<file path="config.mk">
export PLATFORM = sky130hd
export DESIGN_NAME = sdram_dq_path
export DESIGN_NICKNAME = d
export VERILOG_FILES = /design/src/rtl/sdram_dq_pkg.sv /design/src/rtl/sdram_cke_sync.sv /design/src/rtl/sdram_beat_gen.sv /design/src/rtl/sdram_rd_pipe.sv /design/src/rtl/sdram_wr_mask.sv /design/src/rtl/sdram_dq_path.sv
export SDC_FILE = /design/constraint.sdc
export NUM_CORES = 1
export LEC_CHECK = 0
export CAP_MARGIN = 0
export CORE_AREA = 4 4 41 43
export DETAILED_ROUTE_END_ITERATION = 8
export DIE_AREA = 0 0 45 47
export GPL_TIMING_DRIVEN = 0
export RECOVER_POWER = 50
export SLEW_MARGIN = 20
export SYNTH_ARGS = -nofsm -noshare
export SYNTH_HDL_FRONTEND = slang
export SYNTH_SLANG_ARGS = --single-unit
export TNS_END_PERCENT = 10
</file>
<file path="constraint.sdc">
create_clock -name clk_i -period 1.7 [get_ports clk_i]
set_input_delay 0.425 -clock clk_i [delete_from_list [all_inputs] [get_ports clk_i]]
set_output_delay 0.425 -clock clk_i [all_outputs]
set_load 0.02 [all_outputs]
</file>
<file path="src/rtl/sdram_dq_pkg.sv">
package sdram_dq_pkg;
  typedef enum logic [1:0] {
    CMD_NOP  = 2'b00,
    CMD_RD   = 2'b01,
    CMD_WR   = 2'b10,
    CMD_STOP = 2'b11
  } dq_cmd_e;

  typedef enum logic [1:0] {
    DIR_NONE = 2'b00,
    DIR_RD   = 2'b01,
    DIR_WR   = 2'b10
  } dq_dir_e;

  localparam int unsigned CL_MAX  = 3;
  localparam int unsigned DQM_LAT = 2;
endpackage

</file>
<file path="src/rtl/sdram_cke_sync.sv">
module sdram_cke_sync (
  input  logic clk_i,
  input  logic rst_ni,
  input  logic cke_i,
  output logic clk_en_o
);
  logic cke_q;

  always_ff @(posedge clk_i or negedge rst_ni) begin
    if (!rst_ni) cke_q <= 1'b0;
    else         cke_q <= cke_i;
  end

  assign clk_en_o = cke_q;

  AST_CKE_EXIT: assert property (@(posedge clk_i) disable iff (!rst_ni)
    $rose(cke_i) |=> clk_en_o);
  AST_CKE_ENTRY: assert property (@(posedge clk_i) disable iff (!rst_ni)
    $fell(cke_i) |=> !clk_en_o);
endmodule

</file>
<file path="src/rtl/sdram_beat_gen.sv">
module sdram_beat_gen
  import sdram_dq_pkg::*;
(
  input  logic    clk_i,
  input  logic    rst_ni,
  input  logic    clk_en_i,
  input  dq_cmd_e cmd_i,
  input  logic    burst_act_i,
  output logic    beat_rd_o,
  output logic    beat_wr_o
);
  dq_dir_e dir_q;

  always_ff @(posedge clk_i or negedge rst_ni) begin
    if (!rst_ni) begin
      dir_q <= DIR_NONE;
    end else if (clk_en_i) begin
      unique case (cmd_i)
        CMD_RD:   dir_q <= DIR_RD;
        CMD_WR:   dir_q <= DIR_WR;
        CMD_STOP: dir_q <= DIR_NONE;
        default:  dir_q <= dir_q;
      endcase
    end
  end

  // a command cycle is itself a beat; burst_act only extends an open burst
  always_comb begin
    beat_rd_o = 1'b0;
    beat_wr_o = 1'b0;
    if (clk_en_i) begin
      unique case (cmd_i)
        CMD_RD:  beat_rd_o = 1'b1;
        CMD_WR:  beat_wr_o = 1'b1;
        CMD_NOP: begin
          beat_rd_o = burst_act_i && (dir_q == DIR_RD);
          beat_wr_o = burst_act_i && (dir_q == DIR_WR);
        end
        default: ;
      endcase
    end
  end

  AST_STOP_ENDS_WR: assert property (@(posedge clk_i) disable iff (!rst_ni)
    (clk_en_i && cmd_i == CMD_STOP) |=> (!beat_wr_o || cmd_i == CMD_WR));
endmodule

</file>
<file path="src/rtl/sdram_rd_pipe.sv">
module sdram_rd_pipe
  import sdram_dq_pkg::*;
#(
  parameter int unsigned LANES = 2
) (
  input  logic             clk_i,
  input  logic             rst_ni,
  input  logic             clk_en_i,
  input  logic             cas_lat3_i,
  input  logic             beat_rd_i,
  input  logic             wr_busy_i,
  input  logic [LANES-1:0] dqm_i,
  output logic             rd_valid_o,
  output logic [LANES-1:0] rd_en_o
);
  logic [CL_MAX-1:0]                rd_sr;
  logic [DQM_LAT-1:0][LANES-1:0]    dqm_sr;
  logic                             tap;

  always_ff @(posedge clk_i or negedge rst_ni) begin
    if (!rst_ni) begin
      rd_sr  <= '0;
      dqm_sr <= '0;
    end else if (clk_en_i) begin
      rd_sr  <= {rd_sr[CL_MAX-2:0], beat_rd_i};
      dqm_sr <= {dqm_sr[DQM_LAT-2:0], dqm_i};
    end
  end

  assign tap        = cas_lat3_i ? rd_sr[CL_MAX-1] : rd_sr[CL_MAX-2];
  // capture once per beat; a write beat owns the bus
  assign rd_valid_o = tap && clk_en_i && !wr_busy_i;
  assign rd_en_o    = {LANES{rd_valid_o}} & ~dqm_sr[DQM_LAT-1];

  AST_PIPE_FROZEN: assert property (@(posedge clk_i) disable iff (!rst_ni)
    !clk_en_i |=> ($stable(rd_sr) && $stable(dqm_sr)));
endmodule

</file>
<file path="src/rtl/sdram_wr_mask.sv">
module sdram_wr_mask #(
  parameter int unsigned LANES = 2
) (
  input  logic             beat_wr_i,
  input  logic [LANES-1:0] dqm_i,
  output logic [LANES-1:0] wr_strb_o,
  output logic             dq_oe_o
);
  for (genvar l = 0; l < LANES; l++) begin : g_lane
    assign wr_strb_o[l] = beat_wr_i && !dqm_i[l];
  end

  assign dq_oe_o = beat_wr_i;
endmodule

</file>
<file path="src/rtl/sdram_dq_path.sv">
module sdram_dq_path
  import sdram_dq_pkg::*;
#(
  parameter int unsigned LANES = 2
) (
  input  logic             clk_i,
  input  logic             rst_ni,
  input  logic [1:0]       cmd_i,
  input  logic             cas_lat3_i,
  input  logic [LANES-1:0] dqm_i,
  input  logic             burst_act_i,
  input  logic             cke_i,
  output logic             rd_valid_o,
  output logic [LANES-1:0] rd_en_o,
  output logic [LANES-1:0] wr_strb_o,
  output logic             dq_oe_o
);
  logic clk_en;
  logic beat_rd;
  logic beat_wr;

  sdram_cke_sync u_cke (
    .clk_i    (clk_i),
    .rst_ni   (rst_ni),
    .cke_i    (cke_i),
    .clk_en_o (clk_en)
  );

  sdram_beat_gen u_beat (
    .clk_i       (clk_i),
    .rst_ni      (rst_ni),
    .clk_en_i    (clk_en),
    .cmd_i       (dq_cmd_e'(cmd_i)),
    .burst_act_i (burst_act_i),
    .beat_rd_o   (beat_rd),
    .beat_wr_o   (beat_wr)
  );

  sdram_rd_pipe #(.LANES(LANES)) u_rd (
    .clk_i      (clk_i),
    .rst_ni     (rst_ni),
    .clk_en_i   (clk_en),
    .cas_lat3_i (cas_lat3_i),
    .beat_rd_i  (beat_rd),
    .wr_busy_i  (beat_wr),
    .dqm_i      (dqm_i),
    .rd_valid_o (rd_valid_o),
    .rd_en_o    (rd_en_o)
  );

  sdram_wr_mask #(.LANES(LANES)) u_wr (
    .beat_wr_i (beat_wr),
    .dqm_i     (dqm_i),
    .wr_strb_o (wr_strb_o),
    .dq_oe_o   (dq_oe_o)
  );

  AST_OE_RD_EXCL: assert property (@(posedge clk_i) disable iff (!rst_ni)
    !(dq_oe_o && rd_valid_o));
  AST_STRB_NEEDS_OE: assert property (@(posedge clk_i) disable iff (!rst_ni)
    (|wr_strb_o) |-> dq_oe_o);
  AST_SUSPEND_NO_OE: assert property (@(posedge clk_i) disable iff (!rst_ni)
    !$past(cke_i) |-> !dq_oe_o);

  for (genvar l = 0; l < LANES; l++) begin : g_chk
    AST_WR_MASKED: assert property (@(posedge clk_i) disable iff (!rst_ni)
      dqm_i[l] |-> !wr_strb_o[l]);
    AST_RD_EN_IN_VALID: assert property (@(posedge clk_i) disable iff (!rst_ni)
      rd_en_o[l] |-> rd_valid_o);
  end
endmodule

</file>
==> flow_metrics.tcl <==
set metrics [dict create \
    post-route-min-period_ns 1.80 \
    wl_per_cell_um 13.2 \
    cts_sinks 10 \
    route.detailed.drc 0 \
    place_area_um2 599 \
    drtAntennaViolNets 0 \
    tightest_slew_ns 0.485 \
    antenna_found_initial 0 \
    critPathMaxStageDelay_ns 0.39 \
    start_util_pct 33.8 \
    multi_input_area_um2 215 \
    synthesis.instances 37 \
    fillerInstances 125 \
    place.gp.congestion 0.643 \
    regArea_um2 250 \
    port_buffers 14 \
    routed_wl_um 937 \
    yosysWarningCount 0 \
    power.density_mw_per_mm2 938 \
    peakVddDrop_mv 0.414 \
    path_clk_slew_ns 0.07 \
    die_h_um 47 \
    gr-total-overflow 0 \
    syn_area_um2 440 \
    status "finished with violations" \
    crit_type "flop to output port" \
    h-tree-depth 1 \
    firstDrtPassIters 3 \
    max_freq_mhz 554 \
    grt_use_total_pct 10.4 \
    drv_cap 0 \
    antenna_cells 0 \
    tns_ns -0.354 \
    grt_max_degree 11 \
    relSlewSlack_pct 67.6 \
    place_ws_ns -0.784 \
    final_common_cell "dfrtp_1" \
    power.leakage_nw 0.310 \
    cts_hold_buf 0 \
    yosysSeqAreaShare_pct 56.8 \
    vias 347 \
    final_area_um2 668 \
    hold_viol 0 \
    area_growth_pct 51.7 \
    fin_skew_ns 0.000342 \
    finalPower_uw 627 \
    cts-root-buf "clkbuf_4" \
    arrival_ns 1.38 \
    cp_max_fo 3 \
    post-route-util_pct 51.3 \
    synth.distinct_cells 14 \
    cp-start-kind "flop" \
    hp-class "flop to flop" \
    syn-num-nets 46 \
    grt_pass1_wl_um 1550 \
    fin_nets 66 \
    setup_viol 4 \
    clockBufferDepth 2 \
    die_area_mm2 0.00212 \
    rsz0062_at_grt "true" \
    required_ns 1.27 \
    cts-buffers-inserted 3 \
    pin_count 15 \
    drt-initial-drc-count 4 \
    violations "negative setup slack" \
    die_x_um 45 \
    core_area_mm2 0.00130 \
    syn_area_per_cell_um2 11.9 \
    fin_ws_ns -0.104 \
    path_cells "and3b_2, o21ba_4, nor3_2, buf_4" \
    cpMaxStageDelayCell "dfrtp_1" \
    cts_tree "done" \
    mostFrequentLayoutCells "10 x dfrtp_1, 6 x buf_4, 6 x mux2_2" \
    via_per_inst 4.89 \
    min_period_over_period_pct 106 \
    clk_latency_ns 0.26 \
    ys_ff_latch 10 \
    rows 13 \
    drive_gt1_share_pct 44.6 \
    maxSlewViolCount 0 \
    cp-end-kind "output port" \
    grt_pass1_vias 383 \
]
==> synth_stat cells, drive strengths merged <==
cell type	instances	area share (%)
mux2	7	18
nand3b	1	1.7
nor3	2	2.3
a21oi	5	5.7
o21ba	1	2.3
and3b	1	2.0
inv	1	0.85
nor2	3	2.6
o21ai	2	2.3
buf	1	1.7
and2b	1	1.7
dfrtp	10	57
nand2	2	2.3
==> registers in the layout, summed over array words and instances (netlist names) <==
signal and count:
u_rd.dqm_sr 4, u_cke.clk_en_o 1, u_rd.rd_sr 3, u_beat.dir_q 2
==> metrics by stage <==
| step | std cells | hold WS (ns) |
|---|---|---|
| floorplan | 37 | 0.129 |
| global route | 71 | 0.520 |
| detailed placement | 66 | 0.486 |
| CTS | 71 | 0.489 |
| global placement | 66 | 0.488 |
| finish | 71 | 0.500 |
==> layer usage <==
layer  share of wire, %  vias up  global-route usage [%]
met5                  0        -                       0
met4                  0        0                    7.02
met3                8.4        0                    3.07
met2                 43       12                    15.3
met1                 48      169                    13.3
li1                   -      166                       -
==> worst paths after layout <==
kind / startpoint / endpoint / slack [ns] / cells past startpoint
max reg2reg: u_cke.clk_en_o / u_rd.dqm_sr[1] / 0.60 / 2
max in group asynchronous: rst_ni / u_rd.dqm_sr[2] / 0.82 / 1
max: u_beat.dir_q[1] / rd_en_o[0] / -0.10 / 4
min: u_rd.dqm_sr[1] / u_rd.dqm_sr[3] / 0.50 / 1
min in group asynchronous: rst_ni / u_beat.dir_q[1] / 0.56 / 1
min reg2reg: u_rd.dqm_sr[1] / u_rd.dqm_sr[3] / 0.50 / 1
==> power by group <==
part	internal [mW]	switching [mW]	total [mW]
logic	0.0706	0.0566	0.127
registers	0.268	0.0200	0.288
clock network	0.130	0.0822	0.212
total	0.468	0.159	0.627
==> cells by family (layout without fill, tap and decap cells) <==
group / Yosys count / in the layout / share of synthesized area (%)
simple gates: 10 / 10 / 12.5
buf+inv: 2 / 21 / 2.56
flops: 10 / 10 / 56.8
mux: 7 / 7 / 17.9
compound gates: 8 / 8 / 10.2
==> critical path, delay by kind of cell (launching register included) <==
kind / cells / cell delay [ns]
flip-flops: 1 / 0.39
buffers and inverters: 1 / 0.16
AO/OA/AOI/OAI: 1 / 0.24
AND/OR/NAND/NOR: 2 / 0.33
==> timing repair <==
| item | 4_1_cts | 5_1_grt |
|---|---|---|
| pin swaps | 4 | 1 |
| setup endpoints to repair | 6 | 6 |
| resized for setup | 40 | 6 |
| setup buffers | 1 | 0 |
==> layout make-up <==
type | count | share of cell area, %
Timing Repair Buffer | 15 | 20.4
Sequential cell | 10 | 37.5
Tap cell | 15 | 2.81
Buffer | 1 | 1.12
Clock buffer | 4 | 5.43
Multi-Input combinational cell | 25 | 32.2
Inverter | 1 | 0.562
Note: power is estimated with default switching activity, not from simulation.
